===== src/rtl/bcm_pkg.sv =====
// Shared types for the streaming block cipher mode wrapper.
// Assumes the enum order below is the MODE parameter encoding.
package bcm_pkg;

    typedef enum logic [2:0] {
        BCM_ECB = 3'd0,
        BCM_CBC = 3'd1,
        BCM_CFB = 3'd2,
        BCM_OFB = 3'd3,
        BCM_CTR = 3'd4
    } bcm_mode_e;

    typedef enum logic [1:0] {
        ST_IDLE = 2'd0,
        ST_REQ  = 2'd1,
        ST_WAIT = 2'd2,
        ST_OUT  = 2'd3
    } bcm_state_e;

    // True for modes whose engine pass is always the forward cipher.
    function automatic logic fwd_only(input bcm_mode_e m);
        return (m == BCM_CFB) || (m == BCM_OFB) || (m == BCM_CTR);
    endfunction

endpackage


===== src/rtl/bcm_ctrl.sv =====
// Block sequencer: takes one block, issues one engine request, waits for
// the response, then offers the result until the sink takes it.
// Assumes the engine returns exactly one response pulse per accepted request.
module bcm_ctrl (
    input  logic clk,
    input  logic rst_n,
    input  logic in_valid,
    output logic in_ready,
    output logic accept,
    output logic eng_req_valid,
    input  logic eng_req_ready,
    input  logic eng_rsp_valid,
    output logic capture,
    output logic out_valid,
    input  logic out_ready,
    output logic commit,
    output logic idle
);
    import bcm_pkg::*;

    bcm_state_e state_q;

    // Handshake strobes decoded from the current state.
    always_comb begin
        idle          = (state_q == ST_IDLE);
        in_ready      = idle;
        accept        = in_valid && idle;
        eng_req_valid = (state_q == ST_REQ);
        capture       = (state_q == ST_WAIT) && eng_rsp_valid;
        out_valid     = (state_q == ST_OUT);
        commit        = out_valid && out_ready;
    end

    // State register: advance on each handshake of the current phase.
    always_ff @(posedge clk) begin
        if (!rst_n) begin
            state_q <= ST_IDLE;
        end else begin
            case (state_q)
                ST_IDLE: if (in_valid)      state_q <= ST_REQ;
                ST_REQ:  if (eng_req_ready) state_q <= ST_WAIT;
                ST_WAIT: if (eng_rsp_valid) state_q <= ST_OUT;
                ST_OUT:  if (out_ready)     state_q <= ST_IDLE;
                default:                    state_q <= ST_IDLE;
            endcase
        end
    end

    // an offered result is not withdrawn before it is taken.
    p_out_held_r8: assert property (@(posedge clk) disable iff (!rst_n)
        out_valid && !out_ready |=> out_valid);

    // an engine request is not withdrawn before it is taken.
    p_req_held_r12: assert property (@(posedge clk) disable iff (!rst_n)
        eng_req_valid && !eng_req_ready |=> eng_req_valid);

    // after taking a block the input closes until the result leaves.
    p_single_block_r9: assert property (@(posedge clk) disable iff (!rst_n)
        accept |=> !in_ready);

endmodule


===== src/rtl/bcm_chain.sv =====
// Chaining register (IV, feedback value or counter block).
// Assumes load is honoured only while the sequencer is idle; commit
// happens only when a result is taken, so the two never coincide.
module bcm_chain #(
    parameter int W = 128
) (
    input  logic         clk,
    input  logic         rst_n,
    input  logic         idle,
    input  logic         load,
    input  logic [W-1:0] load_val,
    input  logic         commit,
    input  logic [W-1:0] next_val,
    output logic [W-1:0] chain
);

    // Chaining state: preset when idle, advanced when a result is taken.
    always_ff @(posedge clk) begin
        if (!rst_n) begin
            chain <= '0;
        end else if (idle && load) begin
            chain <= load_val;
        end else if (commit) begin
            chain <= next_val;
        end
    end

    // a preset strobe during a block leaves the register alone.
    p_load_ignored_r10: assert property (@(posedge clk) disable iff (!rst_n)
        load && !idle && !commit |=> $stable(chain));

endmodule


===== src/rtl/bcm_datapath.sv =====
// Mode datapath: chooses the engine input and direction, forms the result
// from the engine answer, and computes the next chaining value.
// Assumes data, flag and response are held in registers for the whole block.
module bcm_datapath #(
    parameter bcm_pkg::bcm_mode_e MODE  = bcm_pkg::BCM_CBC,
    parameter int                 W     = 128,
    parameter int                 CTR_W = 32
) (
    input  logic [W-1:0] data_q,
    input  logic         dec_q,
    input  logic [W-1:0] chain,
    input  logic [W-1:0] rsp_q,
    output logic [W-1:0] eng_block,
    output logic         eng_inverse,
    output logic [W-1:0] out_block,
    output logic [W-1:0] chain_next
);
    import bcm_pkg::*;

    localparam int HI_W = W - CTR_W;

    logic [CTR_W-1:0] ctr_low_inc;
    logic [W-1:0]     keystream_out;

    // Counter step on the low field, wrapping at its width.
    always_comb begin
        ctr_low_inc   = chain[CTR_W-1:0] + CTR_W'(1);
        keystream_out = data_q ^ rsp_q;
    end

    // Per-mode selection of engine input, result and feedback.
    always_comb begin
        eng_block   = data_q;
        eng_inverse = 1'b0;
        out_block   = rsp_q;
        chain_next  = chain;
        case (MODE)
            BCM_ECB: begin
                eng_inverse = dec_q;
            end
            BCM_CBC: begin
                eng_inverse = dec_q;
                if (dec_q) begin
                    out_block  = rsp_q ^ chain;
                    chain_next = data_q;
                end else begin
                    eng_block  = data_q ^ chain;
                    chain_next = rsp_q;
                end
            end
            BCM_CFB: begin
                eng_block  = chain;
                out_block  = keystream_out;
                chain_next = dec_q ? data_q : keystream_out;
            end
            BCM_OFB: begin
                eng_block  = chain;
                out_block  = keystream_out;
                chain_next = rsp_q;
            end
            BCM_CTR: begin
                eng_block  = chain;
                out_block  = keystream_out;
                chain_next = {chain[W-1:W-HI_W], ctr_low_inc};
            end
            default: begin
                eng_block = data_q;
            end
        endcase
    end

endmodule


===== src/rtl/bcm_stream_mode.sv =====
// Top of the streaming block cipher mode wrapper. Holds the captured block,
// its direction flag and the engine response, and ties the sequencer,
// chaining register and mode datapath together.
// Assumes an external engine with a valid/ready request and a pulsed response.
module bcm_stream_mode #(
    parameter bcm_pkg::bcm_mode_e MODE  = bcm_pkg::BCM_CBC,
    parameter int                 BLK_W = 128,
    parameter int                 CTR_W = 32
) (
    input  logic             clk,
    input  logic             rst_n,
    input  logic             in_valid,
    output logic             in_ready,
    input  logic [BLK_W-1:0] in_block,
    input  logic             in_decrypt,
    output logic             out_valid,
    input  logic             out_ready,
    output logic [BLK_W-1:0] out_block,
    input  logic             iv_load,
    input  logic [BLK_W-1:0] iv_value,
    output logic             eng_req_valid,
    input  logic             eng_req_ready,
    output logic [BLK_W-1:0] eng_req_block,
    output logic             eng_req_inverse,
    input  logic             eng_rsp_valid,
    input  logic [BLK_W-1:0] eng_rsp_block
);
    import bcm_pkg::*;

    logic             accept;
    logic             capture;
    logic             commit;
    logic             idle;
    logic [BLK_W-1:0] data_q;
    logic             dec_q;
    logic [BLK_W-1:0] rsp_q;
    logic [BLK_W-1:0] chain;
    logic [BLK_W-1:0] chain_next;

    bcm_ctrl u_ctrl (
        .clk           (clk),
        .rst_n         (rst_n),
        .in_valid      (in_valid),
        .in_ready      (in_ready),
        .accept        (accept),
        .eng_req_valid (eng_req_valid),
        .eng_req_ready (eng_req_ready),
        .eng_rsp_valid (eng_rsp_valid),
        .capture       (capture),
        .out_valid     (out_valid),
        .out_ready     (out_ready),
        .commit        (commit),
        .idle          (idle)
    );

    bcm_chain #(.W(BLK_W)) u_chain (
        .clk      (clk),
        .rst_n    (rst_n),
        .idle     (idle),
        .load     (iv_load),
        .load_val (iv_value),
        .commit   (commit),
        .next_val (chain_next),
        .chain    (chain)
    );

    bcm_datapath #(.MODE(MODE), .W(BLK_W), .CTR_W(CTR_W)) u_dp (
        .data_q      (data_q),
        .dec_q       (dec_q),
        .chain       (chain),
        .rsp_q       (rsp_q),
        .eng_block   (eng_req_block),
        .eng_inverse (eng_req_inverse),
        .out_block   (out_block),
        .chain_next  (chain_next)
    );

    // Block and direction capture at the input handshake.
    always_ff @(posedge clk) begin
        if (!rst_n) begin
            data_q <= '0;
            dec_q  <= 1'b0;
        end else if (accept) begin
            data_q <= in_block;
            dec_q  <= in_decrypt;
        end
    end

    // Engine answer capture on its response pulse.
    always_ff @(posedge clk) begin
        if (!rst_n) begin
            rsp_q <= '0;
        end else if (capture) begin
            rsp_q <= eng_rsp_block;
        end
    end

    // the offered result does not change while the sink stalls.
    p_out_stable_r8: assert property (@(posedge clk) disable iff (!rst_n)
        out_valid && !out_ready |=> $stable(out_block));

    // the engine request block does not change while the engine stalls.
    p_req_stable_r12: assert property (@(posedge clk) disable iff (!rst_n)
        eng_req_valid && !eng_req_ready |=> $stable(eng_req_block));

    generate
        if (fwd_only(MODE)) begin : g_fwd
            // feedback and counter modes only run the forward cipher.
            p_fwd_only_r7: assert property (@(posedge clk) disable iff (!rst_n)
                eng_req_valid |-> !eng_req_inverse);
        end else begin : g_dir
            // codebook and block chaining follow the captured flag.
            p_dir_follow_r7: assert property (@(posedge clk) disable iff (!rst_n)
                accept |=> (eng_req_inverse == $past(in_decrypt)));
        end

        if (MODE == BCM_CTR) begin : g_ctr
            // each taken result steps the low counter field by one.
            p_ctr_step_r6: assert property (@(posedge clk) disable iff (!rst_n)
                commit |=> (chain[CTR_W-1:0] == $past(chain[CTR_W-1:0]) + CTR_W'(1))
                           && (chain[BLK_W-1:CTR_W] == $past(chain[BLK_W-1:CTR_W])));
        end

        if (MODE == BCM_CBC) begin : g_cbc
            // feedback waits for the sink to take the result.
            p_cbc_wait_r3: assert property (@(posedge clk) disable iff (!rst_n)
                out_valid && !out_ready |=> $stable(chain));
        end
    endgenerate

endmodule


===== config.mk =====
export PLATFORM = sky130hd
export DESIGN_NAME = bcm_stream_mode
export DESIGN_NICKNAME = d
export VERILOG_FILES = /design/src/rtl/bcm_pkg.sv /design/src/rtl/bcm_ctrl.sv /design/src/rtl/bcm_chain.sv /design/src/rtl/bcm_datapath.sv /design/src/rtl/bcm_stream_mode.sv
export SDC_FILE = /design/constraint.sdc
export NUM_CORES = 1
export LEC_CHECK = 0
export BUFFER_PORTS_ARGS = -buffer_cell sky130_fd_sc_hd__buf_4
export CORE_AREA = 4 4 249 251
export CTS_BUF_LIST = sky130_fd_sc_hd__clkbuf_8 sky130_fd_sc_hd__clkbuf_16
export CTS_CLUSTER_SIZE = 24
export DETAILED_ROUTE_END_ITERATION = 16
export DIE_AREA = 0 0 253 255
export HOLD_SLACK_MARGIN = 0.15
export SETUP_SLACK_MARGIN = 0.2
export SYNTH_ARGS = -nofsm -noshare
export SYNTH_HDL_FRONTEND = slang
export SYNTH_SLANG_ARGS = --single-unit

===== constraint.sdc =====
create_clock -name clk -period 4.3 [get_ports clk]
set_input_delay 0 -clock clk [delete_from_list [all_inputs] [get_ports clk]]
set_output_delay 0 -clock clk [all_outputs]
set_load 0.01 [all_outputs]

Word-level counts from Yosys, hierarchy flattened
Cells that the tools add are included.

Equal/unequal tests: 7. Bitwise gates (word level): 2. Reductions and logical operators: 7. Multiplexer cells: 10.

Operators with widths (count): $mux W128 (5); $xor A128 B128 Y128 (2); $mux W2 (4); $pmux W2 S4 (1); $eq A2 B2 Y1 const B (2); $logic_and A1 B1 Y1 (4); $ne A2 B1 Y1 const B (2); $ne A2 B2 Y1 const B (2); $reduce_and A4 Y1 (1); $eq A2 B1 Y1 const B (1); $logic_not A2 Y1 (1); $reduce_bool A2 Y1 (1).

Output and inout port bits: 260. Logic and storage cells: 31. Register bits after elaboration: 387. Input port bits: 392.

Logic depth before layout (Yosys ltp)
Word-level depth: 4. Mapped depth: 7. Depth with buffers taken out: 5.

Modules after synthesis
A second synthesis with hierarchy kept.

Cells, all modules: 2119. Area, all modules: 22668.0 um^2.

Modules (own cells, without submodules): bcm_stream_mode (sequential area each 5144.9 um^2, cells an instance 828, times used 1, area an instance 9972.1 um^2); bcm_chain (sequential area each 2562.5 um^2, cells an instance 583, times used 1, area an instance 7113.1 um^2); bcm_datapath (sequential area each 0.0 um^2, cells an instance 684, times used 1, area an instance 5368.9 um^2); bcm_ctrl (sequential area each 40.0 um^2, cells an instance 24, times used 1, area an instance 214.0 um^2).

Worst setup path after synthesis
OpenSTA, ideal clock, no wires.

Path type: register to register. Start: register u_ctrl.state_q[0]. End: register u_chain.chain[95]. Path buffers: 2. Slack: 2.857 ns. Clock period less this slack: 1.443 ns. Cell stages (with the launch flop): 7. Data arrival time: 1.322 ns. Setup time: 0.122 ns. Required time: 4.178 ns. Path through: dfxtp_1 ha_1 nand2_1 buf_2 buf_2 a211oi_1 o21ai_1.

Word-level cells in the longest chain between the ends: 3. Elaborated cells on any way between the ends: 6. Classes of those cells: eq/ne: 1; mux: 1; reduce/logical: 4.

RTL lines: start, declared (RTL line bcm_ctrl.sv:21) `bcm_state_e state_q;`; start signal, assigned (RTL line bcm_ctrl.sv:37) `state_q <= ST_IDLE;`; start signal, assigned (RTL line bcm_ctrl.sv:40) `ST_IDLE: if (in_valid) state_q <= ST_REQ;`; start signal, assigned (RTL line bcm_ctrl.sv:41) `ST_REQ: if (eng_req_ready) state_q <= ST_WAIT;`; $eq A2 B2 Y1 (RTL line bcm_ctrl.sv:30) `out_valid = (state_q == ST_OUT);`; via out_valid (RTL line bcm_stream_mode.sv:16) `output logic out_valid,`; $logic_and A1 B1 Y1 (RTL line bcm_ctrl.sv:31) `commit = out_valid && out_ready;`; $reduce_bool A2 Y1 (no line); end signal, assigned (RTL line bcm_chain.sv:22) `chain <= load_val;`; end signal, assigned (RTL line bcm_chain.sv:24) `chain <= next_val;`; end, declared (RTL line bcm_chain.sv:14) `output logic [W-1:0] chain`.

The timed path passes the listed nets, and every way through them passes these cells. A chain may end at the register's enable or synchronous reset.

Worst setup path after layout
Start: register u_ctrl.state_q[0]. End: register data_q[1].

Word-level cells in the longest chain between the ends: 2.

RTL lines: $logic_not A2 Y1 (RTL line bcm_ctrl.sv:25) `idle = (state_q == ST_IDLE);`; $logic_and A1 B1 Y1 (RTL line bcm_ctrl.sv:27) `accept = in_valid && idle;`; end signal, assigned (RTL line bcm_stream_mode.sv:84) `data_q <= in_block;`; end, declared (RTL line bcm_stream_mode.sv:34) `logic [BLK_W-1:0] data_q;`.

Every way passes these cells.

==> out/results.ini <==
[detailed_routing]
vias_per_cell=4.94
drt-total-wl_mm=83.7
antenna_left=0
vias=21700
drt_iter0_drc=1244
wl_per_cell_um=19.1
drcViolationCount=0
first_pass_iters=5

[clock_network]
clk_latency_ps=570
numClockSinks=387
clockRootBuffer=clkbuf_16
cts_resized=0
htreeDepth=2
cts_tree=yes
clkTransAtPathRegs_ps=60
numCtsBuffers=47
cts_buffer_depth=3

[sta]
worst_slew_pin_slew_ps=1080
slew_headroom_pct=27.7
finClkSkew_ps=18.6
period_share_pct=67.4
fin_crit_ps=2900
fmax_mhz=345
report.final.slew_viol_count=0
rsz0062_at_grt=no
hold_viol=0
timing.setup.tns_ps=0
finalSetupViolCount=0

[floorplan]
die_h_um=255
die_w_um=253
core-area_um2=59900
die_area_um2=64500
start_util_pct=34.4
num_rows=90
ios=652

[synth]
netlist_instances=2534
syn_nets=2931
yosys.area.top_type=dfxtp_1
yosysWarnings=0
synthDistinctLibCells=23
synth_edf_count=0
syn_area_um2=20600
synthTopCellsByCount=nand2_1, dfxtp_1, a21boi_0, xnor2_1
synth_area_leaders=dfxtp_1, nand2_1, xnor2_1, a21boi_0, a211oi_2
seq_area_frac_synth_pct=37.6
synthFlopType=dfxtp_1
netlist.area_leader.share_pct=37.6
synth-async-reset-ratio_pct=0
ys_ff_latch=387
synth_most_common_cell=nand2_1
syn_area_per_cell_um2=8.13

[worst_setup_path]
cp_max_fo=56
cp-end-kind=flop
setup.worst_path.class=flop to flop
crit_required_ps=4800
start_kind=flop
cp.arrival_ps=3400
worst-r2r-cell-count=7

[global_route]
grt_antenna_before_repair=7
grt_pass1_vias=22300
grt_max_degree=176
grt.total_usage_pct=24.5
grt_pass1_wl_mm=126
overflow=0

[cells_and_area]
area_delta_synth_final_pct=57.4
drive_above_1_share_pct=24.5
nNetsFinal=3967
num-fill-cells=5366
post-route-util_pct=54.1

[placement]
dp_hpwl_mm=52.6
gp_congestion=0.896
portBuffers=651

[worst_hold_path]
hp-class=input pin to flop
hold_depth=4

[power_and_ir_drop]
leakagePower_nw=12.9
ir_drop_mv=0.329
pwr_density_cell_nw_per_um2=450

[outcome]
status=finished, final reports clean

[job]
max_cap_viol_count=0

worst max-delay path, stage by stage, from the launching register on:
cell and delay [ps]:
dfxtp_1 340, inv_1 120, ha_1 340, and2_4 730
buf_4 430, nand2_1 100, a21boi_0 190, dlygate4sd3_1 580
where the power goes:
group	internal, mW	leakage [nW]	switching, mW
Combinational	2.65	8.95	3.03
Clock	2.41	0.796	1.63
Sequential	4.23	3.16	0.617
Total	9.29	12.9	5.28
through the flow:
step / hold slack, ps / cell area, um2 / setup WS (ps) / cells / total power [mW]
floorplan: 109 / 20600 / 2860 / 2534 / 7.72
global placement: 197 / 25700 / 2060 / 3794 / 9.94
detailed placement: 205 / 25700 / 1960 / 3794 / 10.0
CTS: 151 / 32400 / 1410 / 4386 / 14.6
global route: 165 / 32400 / 1150 / 4390 / 15.3
finish: 188 / 32400 / 1400 / 4392 / 14.6
cells in the final DEF (no fill, tap or decap), types with 2 or more instances in the layout:
master           n
nand2_1        773
buf_4          662
dlygate4sd3_1  509
dfxtp_1        386
a21boi_0       256
xnor2_1        256
o21ai_0        130
nor2b_1        130
nand2b_1       128
o21ai_1        127
a211oi_2       120
clkbuf_16       49
buf_12          13
inv_1           10
clkbuf_8        10
a211oi_1         8
clkinv_2         8
diode_2          6
ha_1             5
clkinvlp_4       4
and2_4           3
nand2_4          3
bufinv_16        3
mux2i_1          2
layer usage:
| layer | up-vias | part of all wire [%] | GRT usage, % |
|---|---|---|---|
| li1 | 10300 | - | - |
| met1 | 10300 | 40 | 28.9 |
| met2 | 837 | 48 | 42.8 |
| met3 | 232 | 6.9 | 5.27 |
| met4 | 6 | 4.6 | 11.1 |
| met5 | - | 0.042 | 0 |
worst paths after layout:
path / from / to / slack (ps)
worst max-delay path: u_ctrl.state_q[0] / data_q[1] / 1400
worst min-delay path: iv_value[31] / u_chain.chain[31] / 190
worst max register to register: u_ctrl.state_q[0] / data_q[1] / 1400
worst min register to register: rsp_q[35] / rsp_q[35] / 490
registers in the layout, summed over array words and instances (netlist names):
name / count
data_q: 128
u_chain.chain: 128
dec_q: 1
u_ctrl.state_q: 2
rsp_q: 128
what timing repair did:
| item | 4_1_cts | 5_1_grt |
|---|---|---|
| setup endpoints to repair | 0 | 0 |
| hold buffers | 509 | 0 |
| buffers inserted | 0 | 0 |
| hold endpoints to repair | 387 | 0 |
cells by family after synthesis:
logic type / share of synthesized area, %
buffers and inverters: 5.57
adders and majority gates: 0.304
muxes: 0.0972
and+or+nand+nor: 22.1
DFF: 37.6
xor gates and xnor gates: 10.9
AOI/OAI and AO/OA: 23.4
layout make-up:
class | instances | area [um2] | share of cell area, %
Timing Repair Buffer | 1185 | 10300 | 31.9
Tap cell | 782 | 978 | 3.02
Clock buffer | 59 | 1360 | 4.21
Inverter | 3 | 11.3 | 0.0348
Antenna cell | 6 | 15.0 | 0.0463
Multi-Input combinational cell | 1946 | 11700 | 36.2
Sequential cell | 387 | 7750 | 23.9
Clock inverter | 24 | 204 | 0.629
No activity file was read; power rests on OpenSTA's default activity.
